[src/rtl/irq_unit_pkg.sv]
package irq_unit_pkg;
    localparam int          DW        = 32;
    localparam int          MIE_POS   = 31;
    localparam logic [31:0] SRC_MASK  = 32'h4000_007F;
    localparam logic [31:0] GATE_BIT  = 32'h8000_0000;
    localparam logic [31:0] ENA_MASK  = SRC_MASK | GATE_BIT;

    typedef enum logic [1:0] {
        ACC_NONE,
        ACC_STATUS,
        ACC_EN_SET,
        ACC_EN_CLR
    } acc_e;
endpackage

[src/rtl/irq_reg_decode.sv]
module irq_reg_decode
    import irq_unit_pkg::*;
#(
    parameter int              ADDR_W     = 8,
    parameter logic [ADDR_W-1:0] OFS_STATUS = 8'h0C,
    parameter logic [ADDR_W-1:0] OFS_EN_SET = 8'h10,
    parameter logic [ADDR_W-1:0] OFS_EN_CLR = 8'h14
) (
    input  logic [ADDR_W-1:0] addr,
    output acc_e              sel
);
    always_comb begin
        if (addr == OFS_STATUS)      sel = ACC_STATUS;
        else if (addr == OFS_EN_SET) sel = ACC_EN_SET;
        else if (addr == OFS_EN_CLR) sel = ACC_EN_CLR;
        else                         sel = ACC_NONE;
    end
endmodule

[src/rtl/irq_status_bank.sv]
module irq_status_bank #(
    parameter int           W    = 32,
    parameter logic [W-1:0] IMPL = '0
) (
    input  logic         clk,
    input  logic         rst_n,
    input  logic [W-1:0] hw_set,
    input  logic         clr_en,
    input  logic [W-1:0] clr_bits,
    output logic [W-1:0] status
);
    for (genvar i = 0; i < W; i++) begin : g_bit
        logic bit_q;
        always_ff @(posedge clk) begin
            if (!rst_n)
                bit_q <= 1'b0;
            else if (hw_set[i])
                bit_q <= IMPL[i];
            else if (clr_en && clr_bits[i])
                bit_q <= 1'b0;
        end
        assign status[i] = bit_q & IMPL[i];
    end
endmodule

[src/rtl/irq_enable_bank.sv]
module irq_enable_bank #(
    parameter int           W       = 32,
    parameter logic [W-1:0] IMPL    = '0,
    parameter logic [W-1:0] RST_VAL = '0
) (
    input  logic         clk,
    input  logic         rst_n,
    input  logic         set_en,
    input  logic         clr_en,
    input  logic [W-1:0] bits,
    output logic [W-1:0] enable
);
    for (genvar i = 0; i < W; i++) begin : g_bit
        logic bit_q;
        always_ff @(posedge clk) begin
            if (!rst_n)
                bit_q <= RST_VAL[i];
            else if (set_en && bits[i])
                bit_q <= IMPL[i];
            else if (clr_en && bits[i])
                bit_q <= 1'b0;
        end
        assign enable[i] = bit_q & IMPL[i];
    end
endmodule

[src/rtl/irq_level_drv.sv]
module irq_level_drv #(
    parameter int W       = 32,
    parameter int GATE_AT = 31
) (
    input  logic [W-1:0] status,
    input  logic [W-1:0] enable,
    output logic         irq
);
    localparam logic [W-1:0] SRC_ONLY = ~(W'(1) << GATE_AT);
    logic [W-1:0] hits;
    always_comb begin
        hits = status & enable & SRC_ONLY;
        irq  = enable[GATE_AT] & (|hits);
    end
endmodule

[src/rtl/irq_ctrl_unit.sv]
module irq_ctrl_unit
    import irq_unit_pkg::*;
#(
    parameter int                ADDR_W     = 8,
    parameter logic [ADDR_W-1:0] OFS_STATUS = 8'h0C,
    parameter logic [ADDR_W-1:0] OFS_EN_SET = 8'h10,
    parameter logic [ADDR_W-1:0] OFS_EN_CLR = 8'h14
) (
    input  logic              clk,
    input  logic              rst_n,
    input  logic [DW-1:0]     hw_event,
    input  logic              reg_wr,
    input  logic [ADDR_W-1:0] reg_addr,
    input  logic [DW-1:0]     reg_wdata,
    output logic [DW-1:0]     reg_rdata,
    output logic              irq
);
    acc_e          sel;
    logic [DW-1:0] status_q;
    logic [DW-1:0] enable_q;
    logic [DW-1:0] evt_masked;

    assign evt_masked = hw_event & SRC_MASK;

    irq_reg_decode #(
        .ADDR_W(ADDR_W), .OFS_STATUS(OFS_STATUS),
        .OFS_EN_SET(OFS_EN_SET), .OFS_EN_CLR(OFS_EN_CLR)
    ) u_dec (
        .addr(reg_addr),
        .sel (sel)
    );

    irq_status_bank #(.W(DW), .IMPL(SRC_MASK)) u_stat (
        .clk     (clk),
        .rst_n   (rst_n),
        .hw_set  (evt_masked),
        .clr_en  (reg_wr && sel == ACC_STATUS),
        .clr_bits(reg_wdata),
        .status  (status_q)
    );

    irq_enable_bank #(.W(DW), .IMPL(ENA_MASK), .RST_VAL(GATE_BIT)) u_ena (
        .clk   (clk),
        .rst_n (rst_n),
        .set_en(reg_wr && sel == ACC_EN_SET),
        .clr_en(reg_wr && sel == ACC_EN_CLR),
        .bits  (reg_wdata),
        .enable(enable_q)
    );

    irq_level_drv #(.W(DW), .GATE_AT(MIE_POS)) u_lvl (
        .status(status_q),
        .enable(enable_q),
        .irq   (irq)
    );

    always_comb begin
        unique case (sel)
            ACC_STATUS: reg_rdata = status_q;
            ACC_EN_SET: reg_rdata = enable_q;
            ACC_EN_CLR: reg_rdata = enable_q;
            default:    reg_rdata = '0;
        endcase
    end
endmodule

[config.mk]
export PLATFORM = sky130hd
export DESIGN_NAME = irq_ctrl_unit
export DESIGN_NICKNAME = d
export VERILOG_FILES = /design/src/rtl/irq_unit_pkg.sv /design/src/rtl/irq_reg_decode.sv /design/src/rtl/irq_status_bank.sv /design/src/rtl/irq_enable_bank.sv /design/src/rtl/irq_level_drv.sv /design/src/rtl/irq_ctrl_unit.sv
export SDC_FILE = /design/constraint.sdc
export NUM_CORES = 1
export LEC_CHECK = 0
export BUFFER_PORTS_ARGS = -buffer_cell sky130_fd_sc_hd__clkbuf_2
export CAP_MARGIN = 20
export CORE_ASPECT_RATIO = 1.4
export CORE_MARGIN = 10
export CORE_UTILIZATION = 39
export CTS_CLUSTER_SIZE = 40
export DETAILED_ROUTE_END_ITERATION = 7
export PLACE_DENSITY = 0.74
export SLEW_MARGIN = 30
export SYNTH_ARGS = -nofsm -noshare
export SYNTH_HDL_FRONTEND = slang
export SYNTH_HIERARCHICAL = 1
export SYNTH_SLANG_ARGS = --single-unit
[constraint.sdc]
create_clock -name clk -period 3.3 [get_ports clk]
set_input_delay 0.825 -clock clk [delete_from_list [all_inputs] [get_ports clk]]
set_output_delay 0.825 -clock clk [all_outputs]
set_load 0.005 [all_outputs]
# --- Word level (Yosys, flattened, before mapping) ---
# Cells that the tools add are included.
totals:
  regBits: 17
  out_inout_bits: 33
  elab_cells: 110
op_classes:
  eq_ne: 6
  n_mux: 36
  n_bitwise: 3
  n_reduce_logical: 48
op_table:
  columns: ["cell", "count"]
  rows:
  - ["$pmux W32 S2", 1]
  - ["$mux W1", 32]
  - ["$reduce_bool A2 Y1", 16]
  - ["$and A31 B31 Y31", 1]
  - ["$reduce_or A31 Y1", 1]
  - ["$logic_and A1 B1 Y1", 29]
  - ["$eq A8 B5 Y1 const B", 2]
  - ["$eq A8 B4 Y1 const B", 1]
  - ["$mux W2", 3]
  - ["$eq A2 B2 Y1 const B", 2]
  - ["$reduce_or A2 Y1", 2]
  - ["$eq A2 B1 Y1 const B", 1]
  - ["$and A1 B1 Y1", 1]
  - ["$not A1 Y1", 1]

# --- Depth between registers and ports, before layout ---
# Gate-level depths: netlist (run 1).
depth:
  depth_word: 9
  mapped_depth: 9
  depth_no_buf: 6

# --- Cells and area by module ---
# The synthesis (run 1) kept the hierarchy.
by_module_without_submodules:
  columns: ["module", "n_inst", "cells_each", "area_each_um2"]
  rows:
  - ["irq_enable_bank", 1, 71, 610.6]
  - ["irq_status_bank", 1, 66, 529.3]
  - ["irq_ctrl_unit", 1, 47, 379.1]
  - ["irq_level_drv", 1, 19, 168.9]
  - ["irq_reg_decode", 1, 5, 47.5]

# --- Worst setup path after synthesis (run 1) ---
# No wires, ideal clock.
synth_timing:
  path_kind: "input-to-output"
  startpoint: "in reg_addr[0]"
  endpoint: "out reg_rdata[0]"
  arrival_ps: 2257
  t_required_ps: 2475
  slack_ps: 218
  cell_stages: 7
  n_path_buf: 3
  cell_sequence: "or4_1 > nor4b_2 > buf_4 > nor2b_2 > buf_6 > buf_6 > a22o_1"
synth_between:
  elab_chain_len: 7
  elab_cells_between_ends: 11
synth_rtl:
  columns: ["element", "line", "source"]
  rows:
  - ["start, declared", "irq_ctrl_unit.sv:13", "input logic [ADDR_W-1:0] reg_addr,"]
  - ["$eq A8 B5 Y1", "irq_reg_decode.sv:15", "else if (addr == OFS_EN_CLR) sel = ACC_EN_CLR;"]
  - ["$mux W2", "irq_reg_decode.sv:15", null]
  - ["$mux W2", "irq_reg_decode.sv:14", "else if (addr == OFS_EN_SET) sel = ACC_EN_SET;"]
  - ["$mux W2 (*)", "irq_reg_decode.sv:13", "if (addr == OFS_STATUS) sel = ACC_STATUS;"]
  - ["via sel[1]", "irq_ctrl_unit.sv:18", "acc_e sel;"]
  - ["$eq A2 B2 Y1", "irq_ctrl_unit.sv:58", "unique case (sel)"]
  - ["$reduce_or A2 Y1 (no line)", null, null]
  - ["$pmux W32 S2 (*)", "irq_ctrl_unit.sv:58", null]
  - ["end, declared", "irq_ctrl_unit.sv:15", "output logic [DW-1:0] reg_rdata,"]
# The timed path passes the listed nets; every way through them passes the cells marked *.

# --- Final worst setup path (run 1) ---
layout_timing:
  startpoint: "in reg_addr[0]"
  endpoint: "out reg_rdata[1]"
# The elaborated chain is that of the path after synthesis.

==> run summary, run 1 <==
Layout Skew: 0 ps
Crit Path Category: primary input to output pin
Critical Path End Type: output pin
Max Clock Freq: 311 MHz
Fin Setup TNS: 0 ps
Initial core utilization: 40.5%
# setup viols final: 0
CTS Sinks: 17
Die extent in x: 76.3 µm
H-tree Lvls: 1
Post-Route Utilization: 40.3%
Share of cells above drive strength 1: 26.7%
Worst path cell trace: clkbuf_2 -> or4_1 -> nor4b_4 -> nor2b_2 -> buf_12 -> a22o_1 -> clkbuf_2
Comb pwr share: 16.1%
Ant diodes: 0
Internal power: 328 µW
NetSw: 119 µW
Iteration-0 DRC Markers: 51
Wirelength per Cell: 13.9 µm
DR vias: 1345
Clock transition at path regs: 60 ps
Placeable core region: 0.00427 mm²
Site Rows: 28
Post-placement setup slack: 71.2 ps
GRT overflow: 0
Pwr Density: 260 mW/mm²
Syn. warnings: 6
Placed Instances: 281
Final Hold Fails: 0
Leading cell type in the layout, fill and taps excluded: conb_1
Vias/cell: 4.72
Fin crit share: 97.3%
CTS root buf: clkbuf_8
GRT Util Overall: 10.2%
Shortest period the worst path allows: 3210 ps
# fillers: 450
Post-route ant nets: 0
Final non-filler cell total: 285
Initial antenna violation count: 0
Io pins: 108
Commonest non-fill, non-tap cells in the layout: 47 x conb_1, 37 x clkbuf_2, 35 x a22o_1
Maximum VDD drop: 0.212 mV
Final setup margin: 87.8 ps
Unrepaired setup endpoints after global routing: no
Final WL: 3.97 mm
DP Area: 0.00167 mm²
Worst skew pair latency: 250 ps
Post-CTS setup buffers: 0
Wl on met1: 1.64 mm
Crit path top cell by count: clkbuf_2
Pre-antenna DRT Iters: 4
Switching Share: 26.6%
Critical Path AT: 2390 ps
IO buf count: 37
Top Layer Used: met4
Worst EP required: 2470 ps
DR DRC count: 0
Slew Limit Fails: 0
Clock buffer depth: 2
Post-Synthesis Cells: 207
Clk pwr share: 34.9%
Crit-path max cell delay: 570 ps
Largest net degree at the start of global routing: 22
Outcome: finished clean
Post-DP HPWL: 3.33 mm
Die area: 0.00754 mm²
Met3 WL: 261 µm
Slowest cell on the critical path: or4_1
CP max FO: 14
Worst-margin pin slew: 630 ps
Sequential share of power: 49.0%
Mapped Area: 0.00173 mm²
Final Hold Slack: 538 ps
Area growth from synthesis to layout: -0.506%
Total power: 447 µW
Die Ht: 98.8 µm
First-pass GRT wire length: 6.44 mm
Number of global-route vias before repair: 1282
Worst hold-check path type: register to register
CTS tree: done
Final layout net count: 301
Max-cap violations: 0
CTS buffer count: 3
Met2 wire len: 2.02 mm
Syn_area_per_cell: 8.37 µm²
Final RePlAce weighted congestion: 0.743
Critical path startpoint category: primary input
Slew headroom: 57.8%
Leakage dissipation: 0.801 nW
Final instance area: 0.00172 mm²
## timing repair
item,in CTS,in global routing
hold buffers,0,0
endpoints found under the hold margin,0,0
setup endpoints to repair,0,5
gates resized for setup,0,2
## layer usage
layer	vias to the layer above	global-route usage [%]
li1	693	-
met1	600	11.4
met2	48	18.1
met3	4	3.09
met4	0	3.44
met5	-	0
## worst paths after layout
path	startpoint	end	slack, ps	cells past startpoint
worst max-delay path	reg_addr[0]	reg_rdata[1]	90	7
worst min-delay path	u_ena/g_bit[31].bit_q$_SDFFE_PP1P_	u_ena/g_bit[31].bit_q$_SDFFE_PP1P_	540	1
worst max register to register	u_ena/g_bit[5].bit_q$_SDFFE_PN0P_	u_ena/g_bit[5].bit_q$_SDFFE_PN0P_	2490	2
worst min register to register	u_ena/g_bit[31].bit_q$_SDFFE_PP1P_	u_ena/g_bit[31].bit_q$_SDFFE_PP1P_	540	1
## layout make-up
cell class              count  area, µm²  area share [%]
repair buffers             44        254            14.7
inverters                   9       33.8            1.96
flip-flops and latches     17        340            19.8
multi-input cells         151        975            56.6
clock buffers               4       45.0            2.61
well taps                  60       75.1            4.36
## worst max-delay path: cells and delay by family
family	cells	cell delay, ps
AO/OA/AOI/OAI	1	200
buffers and inverters	3	350
AND/OR/NAND/NOR	3	1010
## sequential cells by signal (all words and copies together), names as in the netlist
register and cells:
u_ena/g_bit.bit_q 9, u_stat/g_bit.bit_q 8
## power groups by stage
stage,registers [mW],logic [mW],clock network (mW)
2_1_floorplan,0.219,0.0925,0
3_3_place_gp,0.223,0.0663,0
3_5_place_dp,0.223,0.0681,0
4_1_cts,0.219,0.0682,0.159
5_1_grt,0.220,0.0841,0.167
6_report,0.219,0.0722,0.156
No activity file was read; power rests on OpenSTA's default activity.
==> inputs of run 2 (changes only) <==
==> constraint.sdc (replaced) <==
create_clock -name clk -period 3.3 [get_ports clk]
set_input_delay 0.825 -clock clk [delete_from_list [all_inputs] [get_ports clk]]
set_output_delay 0.825 -clock clk [all_outputs]
set_load 0.05 [all_outputs]
==> run 2 against run 1 <==
Compared with the run above:
- cell count unchanged
- non-clock buffer count unchanged
- register-to-register slack about the same
- worst setup slack worse by 79 ps
- clock power down 3%
- wire length up 5.2%
- sequential share of layout area down 1.9 points
- power up 2.0%
- via count up 1.6%
- sequential power about the same
- clock-buffer cell count unchanged
- highest routed layer unchanged
==> run summary, run 2 (synthesis results as in run 1) <==
Post-DP HPWL: 3.47 mm (+4.3%)
Worst-margin pin slew: 627 ps (-2.95 ps)
Placeable core region: 0.00427 mm² (unchanged)
Wirelength per Cell: 14.6 µm (+5.2%)
Crit path top cell by count: buf_12
Final non-filler cell total: 285 (unchanged)
GRT Util Overall: 10.7% (+0.47 points)
Post-Route Utilization: 44.6% (+4.3 points)
Largest net degree at the start of global routing: 22 (unchanged)
Initial core utilization: 40.5% (unchanged)
Share of cells above drive strength 1: 30.2% (+3.6 points)
Shortest period the worst path allows: 3290 ps (+78.5 ps)
CTS root buf: clkbuf_8
Vias/cell: 4.80 (+1.6%)
Io pins: 108 (unchanged)
Die area: 0.00754 mm² (unchanged)
CP max FO: 17 (+3)
IO buf count: 37 (unchanged)
Sequential cell area: 340 µm² (unchanged)
Leading cell type in the layout, fill and taps excluded: conb_1
Final setup margin: 9.31 ps (-78.5 ps)
Pwr Density: 239 mW/mm² (-7.8%)
Total power: 457 µW (+2.0%)
Final Hold Fails: 0 (unchanged)
Ant diodes: 0 (unchanged)
Crit-path max cell delay: 550 ps (-20 ps)
M2 GR Usage: 20.2% (+2.1 points)
Critical Path End Type: output pin
Number of global-route vias before repair: 1401 (+9.3%)
Slew Limit Fails: 0 (unchanged)
# fillers: 443 (-1.6%)
Busiest grt layer: met2
Final Hold Slack: 553 ps (+15.5 ps)
Worst hold-check path type: register to register
Die Ht: 98.8 µm (unchanged)
Final instance area: 0.00191 mm² (+11%)
Site Rows: 28 (unchanged)
Max-cap violations: 0 (unchanged)
Layout Skew: 0 ps (unchanged)
GRT overflow: 0 (unchanged)
Biggest regs: u_ena/g_bit.bit_q (9), u_stat/g_bit.bit_q (8)
Reg with most FFs: u_ena/g_bit.bit_q
Met3 Use GR: 2.18% (-0.91 points)
DP Area: 0.00181 mm² (+8.6%)
Initial antenna violation count: 0 (unchanged)
Final layout net count: 301 (unchanged)
Fin crit share: 99.7% (+2.4 points)
Fin Setup TNS: 0 ps (unchanged)
Final WL: 4.17 mm (+5.2%)
Maximum VDD drop: 0.277 mV (+31%)
Critical path startpoint category: primary input
Iteration-0 DRC Markers: 52 (+2.0%)
Pre-antenna DRT Iters: 4 (unchanged)
DR vias: 1367 (+1.6%)
Met1 usage: 11.6% (+0.18 points)
Post-CTS setup buffers: 0 (unchanged)
Max Clock Freq: 304 MHz (-2.4%)
DR DRC count: 0 (unchanged)
CTS tree: done
Max reg flops: 9 (unchanged)
Post-route ant nets: 0 (unchanged)
Critical Path AT: 2470 ps (+80 ps)
Area growth from synthesis to layout: 10.1%
H-tree Lvls: 1 (unchanged)
Worst EP required: 2470 ps (about the same)
CTS Sinks: 17 (unchanged)
Outcome: finished clean
Commonest non-fill, non-tap cells in the layout: 47 x conb_1, 28 x a22o_1, 27 x clkbuf_2
Worst path cell trace: buf_6 -> or4_4 -> nor4b_4 -> nor2b_2 -> buf_12 -> a22o_2 -> buf_12
Slowest cell on the critical path: or4_4
Placed Instances: 281 (unchanged)
Final RePlAce weighted congestion: 0.730 (-1.8%)
Hold buffer count at cts: 0 (unchanged)
CTS buffer count: 3 (unchanged)
Leakage dissipation: 0.868 nW (+8.4%)
Slew headroom: 58.0% (+0.20 points)
Post-placement setup slack: -19.8 ps (-91.0 ps)
Worst skew pair latency: 250 ps (about the same)
# setup viols final: 0 (unchanged)
Multi-input gate area: 0.00102 mm² (+4.4%)
Clock transition at path regs: 60 ps (about the same)
Die extent in x: 76.3 µm (unchanged)
Crit Path Category: primary input to output pin
Unrepaired setup endpoints after global routing: yes
Clock buffer depth: 2 (unchanged)
First-pass GRT wire length: 6.77 mm (+5.0%)
-- run 2: changes by cell type in the layout (fill, tap and decap cells not counted), sizes merged --
cell and change:
buf +10, clkbuf -10
-- run 2: worst paths after layout --
check,slack (ps),start,endpoint,cells past startpoint
setup reg to reg,2490,u_ena/g_bit[2].bit_q$_SDFFE_PN0P_,u_ena/g_bit[2].bit_q$_SDFFE_PN0P_,2
hold / removal,550,u_ena/g_bit[31].bit_q$_SDFFE_PP1P_,u_ena/g_bit[31].bit_q$_SDFFE_PP1P_,1
hold reg to reg,550,u_ena/g_bit[31].bit_q$_SDFFE_PP1P_,u_ena/g_bit[31].bit_q$_SDFFE_PP1P_,1
setup / recovery,9,reg_addr[0],reg_rdata[5],7
-- run 2: power by group --
group / internal, mW / switching, mW
Sequential: 0.213 / 0.00728
Combinational: 0.0333 / 0.0523
Clock: 0.0855 / 0.0655
-- run 2: layer usage --
metal,wire length [µm],up-vias
met2,2280,32
met5,0,-
li1,-,701
met3,171,2
met1,1700,632
met4,21,0
-- run 2: layout make-up --
type                            count  share of cell area [%]
Clock buffer                        4                    2.36
Inverter                            9                    1.77
Multi-Input combinational cell    151                    53.3
Sequential cell                    17                    17.8
Tap cell                           60                    3.94
Timing Repair Buffer               44                    20.7
-- run 2: worst max-delay path, delay by kind of cell --
family / cells / cell delay (ps)
AOI/OAI and AO/OA: 1 / 250
buffers and inverters: 3 / 400
and+or+nand+nor: 3 / 980
-- run 2: what timing repair did --
item | 4_1_cts | 5_1_grt
resized for setup | 3 | 5
pin swaps | 1 | 1
hold endpoints to repair | 0 | 0
endpoints found under the setup margin | 8 | 9
==> inputs of run 3 (changes only) <==
==> constraint.sdc (replaced) <==
create_clock -name clk -period 3.3 [get_ports clk]
set_input_delay 0.99 -clock clk [delete_from_list [all_inputs] [get_ports clk]]
set_output_delay 0.99 -clock clk [all_outputs]
set_load 0.05 [all_outputs]
==> run 3 against run 2 <==
Compared with the run above:
- wire length grew 7.6%
- via count up 7.3%
- clock skew unchanged
- global-route usage rose by 0.99 points
- first-iteration DRC count shrank 46%
- sequential power about the same
- power grew 2.8%
- cell count increased by 5.6%
- register-to-register slack got worse by 40 ps
- maximum frequency is 7.7% lower
- highest routed layer unchanged
- the flow now finishes with violations (setup timing)
- worst setup slack got worse by 280 ps
==> run summary, run 3 (synthesis results as in run 1) <==
WP buf/inv: 4 (+1)
Maximum VDD drop: 0.268 mV (-3.3%)
Final setup margin: -267 ps (-276 ps)
Biggest regs: u_ena/g_bit.bit_q (9), u_stat/g_bit.bit_q (8)
Final WL: 4.49 mm (+7.6%)
CP max FO: 5 (-12)
Fin crit share: 108% (+8.4 points)
Max Clock Freq: 280 MHz (-7.7%)
Number of global-route vias before repair: 1524 (+8.8%)
Crit-path max cell delay: 540 ps (about the same)
Slew Limit Fails: 0 (unchanged)
Die Ht: 98.8 µm (unchanged)
DR DRC count: 0 (unchanged)
Die extent in x: 76.3 µm (unchanged)
Placeable core region: 0.00427 mm² (unchanged)
Worst Setup EP: reg_rdata[5]
Wirelength per Cell: 14.9 µm (+1.9%)
Max-cap violations: 0 (unchanged)
Critical Path AT: 2580 ps (+110 ps)
Final layout net count: 317 (+5.3%)
Crit Path Category: primary input to output pin
Initial antenna violation count: 0 (unchanged)
Post-DP HPWL: 3.61 mm (+4.0%)
Leakage dissipation: 0.980 nW (+13%)
Fin Setup TNS: -2190 ps (-2190 ps)
Share of cells above drive strength 1: 35.7% (+5.5 points)
Leading cell type in the layout, fill and taps excluded: conb_1
Worst skew pair latency: 250 ps (about the same)
Pre-antenna DRT Iters: 4 (unchanged)
Largest net degree at the start of global routing: 15 (-32%)
Layout Skew: 0 ps (unchanged)
Critical path startpoint category: primary input
Multi-input gate area: 0.00107 mm² (+5.2%)
Outcome: finished, violations left
Final Hold Fails: 0 (unchanged)
Critical Path End Type: output pin
Total power: 469 µW (+2.8%)
Worst path cell trace: buf_6 -> or4_4 -> nor4b_4 -> buf_6 -> nor2b_4 -> buf_12 -> a22o_4 -> buf_12
Worst Reg2Reg Path Length in Cells: 2 (unchanged)
Area growth from synthesis to layout: 21.0%
DR vias: 1467 (+7.3%)
Slowest cell on the critical path: or4_4
R2r setup slk: 2450 ps (-40 ps)
H-tree Lvls: 1 (unchanged)
Max reg flops: 9 (unchanged)
Slew headroom: 57.2% (-0.81 points)
Worst hold-check path type: register to register
# fillers: 412 (-7.0%)
Die area: 0.00754 mm² (unchanged)
Initial core utilization: 40.5% (unchanged)
Vias/cell: 4.87 (+1.6%)
CTS buffer count: 3 (unchanged)
Failing checks: setup timing
Worst path depth: 8 (+1)
Pwr Density: 224 mW/mm² (-6.4%)
Post-route ant nets: 0 (unchanged)
Commonest non-fill, non-tap cells in the layout: 47 x conb_1, 26 x a22o_1, 26 x clkbuf_2
CTS tree: done
First-pass GRT wire length: 7.34 mm (+8.5%)
CTS root buf: clkbuf_8
CTS Sinks: 17 (unchanged)
Final RePlAce weighted congestion: 0.753 (+3.1%)
Final Hold Slack: 535 ps (-18.1 ps)
Site Rows: 28 (unchanged)
RR Startpoint: u_ena/g_bit[3].bit_q$_SDFFE_PN0P_
IO buf count: 37 (unchanged)
Iteration-0 DRC Markers: 28 (-46%)
Shortest period the worst path allows: 3570 ps (+276 ps)
Reg with most FFs: u_ena/g_bit.bit_q
Critical R2R Capture: u_ena/g_bit[3].bit_q$_SDFFE_PN0P_
Sequential cell area: 340 µm² (unchanged)
Clock transition at path regs: 60 ps (about the same)
# setup viols final: 9 (+9)
Worst EP required: 2310 ps (-160 ps)
Worst-margin pin slew: 639 ps (+12.1 ps)
Clock buffer depth: 2 (unchanged)
Io pins: 108 (unchanged)
Ant diodes: 0 (unchanged)
Crit path max-delay family: simple AND/OR/NAND/NOR gates
Worst Setup SP: reg_addr[0]
Unrepaired setup endpoints after global routing: yes
Post-Route Utilization: 49.0% (+4.4 points)
GRT Util Overall: 11.7% (+0.99 points)
Final instance area: 0.00209 mm² (+9.8%)
DP Area: 0.00192 mm² (+6.2%)
GRT overflow: 0 (unchanged)
==> run 3: power breakdown <==
part,internal (mW),total [mW],switching (mW)
combinational,0.0400,0.0947,0.0547
sequential,0.213,0.221,0.00823
clock,0.0857,0.154,0.0681
==> run 3: final cells by class <==
cell class	count	area share (%)
inverter	9	1.61
clock buffer	4	2.15
timing repair buffer	59	25.3
sequential	17	16.2
multi-input combinational	152	51.1
tap	60	3.58
==> run 3: metal layers <==
| metal | vias to the layer above | track usage, % | share of wire, % |
|---|---|---|---|
| met5 | - | 0 | 0 |
| met4 | 0 | 4.45 | 1.4 |
| met3 | 6 | 1.91 | 3.5 |
| met2 | 43 | 22.4 | 55 |
| met1 | 691 | 12.4 | 40 |
| li1 | 727 | - | - |
==> run 3: metrics by stage <==
stage	setup slack, ps	std cells
3_3_place_gp	-528	289
2_1_floorplan	-187	252
3_5_place_dp	-517	289
4_1_cts	-261	300
5_1_grt	-311	301
6_report	-267	301
==> run 3: timing repair <==
action                                 CTS  global route
setup endpoints to repair                9             9
hold buffers                             0             0
pin swaps                                3             2
buffers inserted                         6             1
endpoints found under the hold margin    0             0
cloned                                   1             0
resized for setup                        4             3
==> run 3: worst min path at each step <==
stage	startpoint	end	depth (start not counted)
4_1_cts	u_ena/g_bit[31].bit_q$_SDFFE_PP1P_	u_ena/g_bit[31].bit_q$_SDFFE_PP1P_	1
3_3_place_gp	u_ena/g_bit[31].bit_q$_SDFFE_PP1P_	u_ena/g_bit[31].bit_q$_SDFFE_PP1P_	1
5_1_grt	u_ena/g_bit[31].bit_q$_SDFFE_PP1P_	u_ena/g_bit[31].bit_q$_SDFFE_PP1P_	1
2_1_floorplan	u_ena/g_bit[31].bit_q$_SDFFE_PP1P_	u_ena/g_bit[31].bit_q$_SDFFE_PP1P_	1
3_5_place_dp	u_ena/g_bit[31].bit_q$_SDFFE_PP1P_	u_ena/g_bit[31].bit_q$_SDFFE_PP1P_	1
6_report	u_ena/g_bit[31].bit_q$_SDFFE_PP1P_	u_ena/g_bit[31].bit_q$_SDFFE_PP1P_	1
==> run 3: worst reg2reg max path, cell delays in order, from the launching register on <==
cell and delay [ps]:
dfxtp_1 390, a21bo_2 240, a21oi_1 150
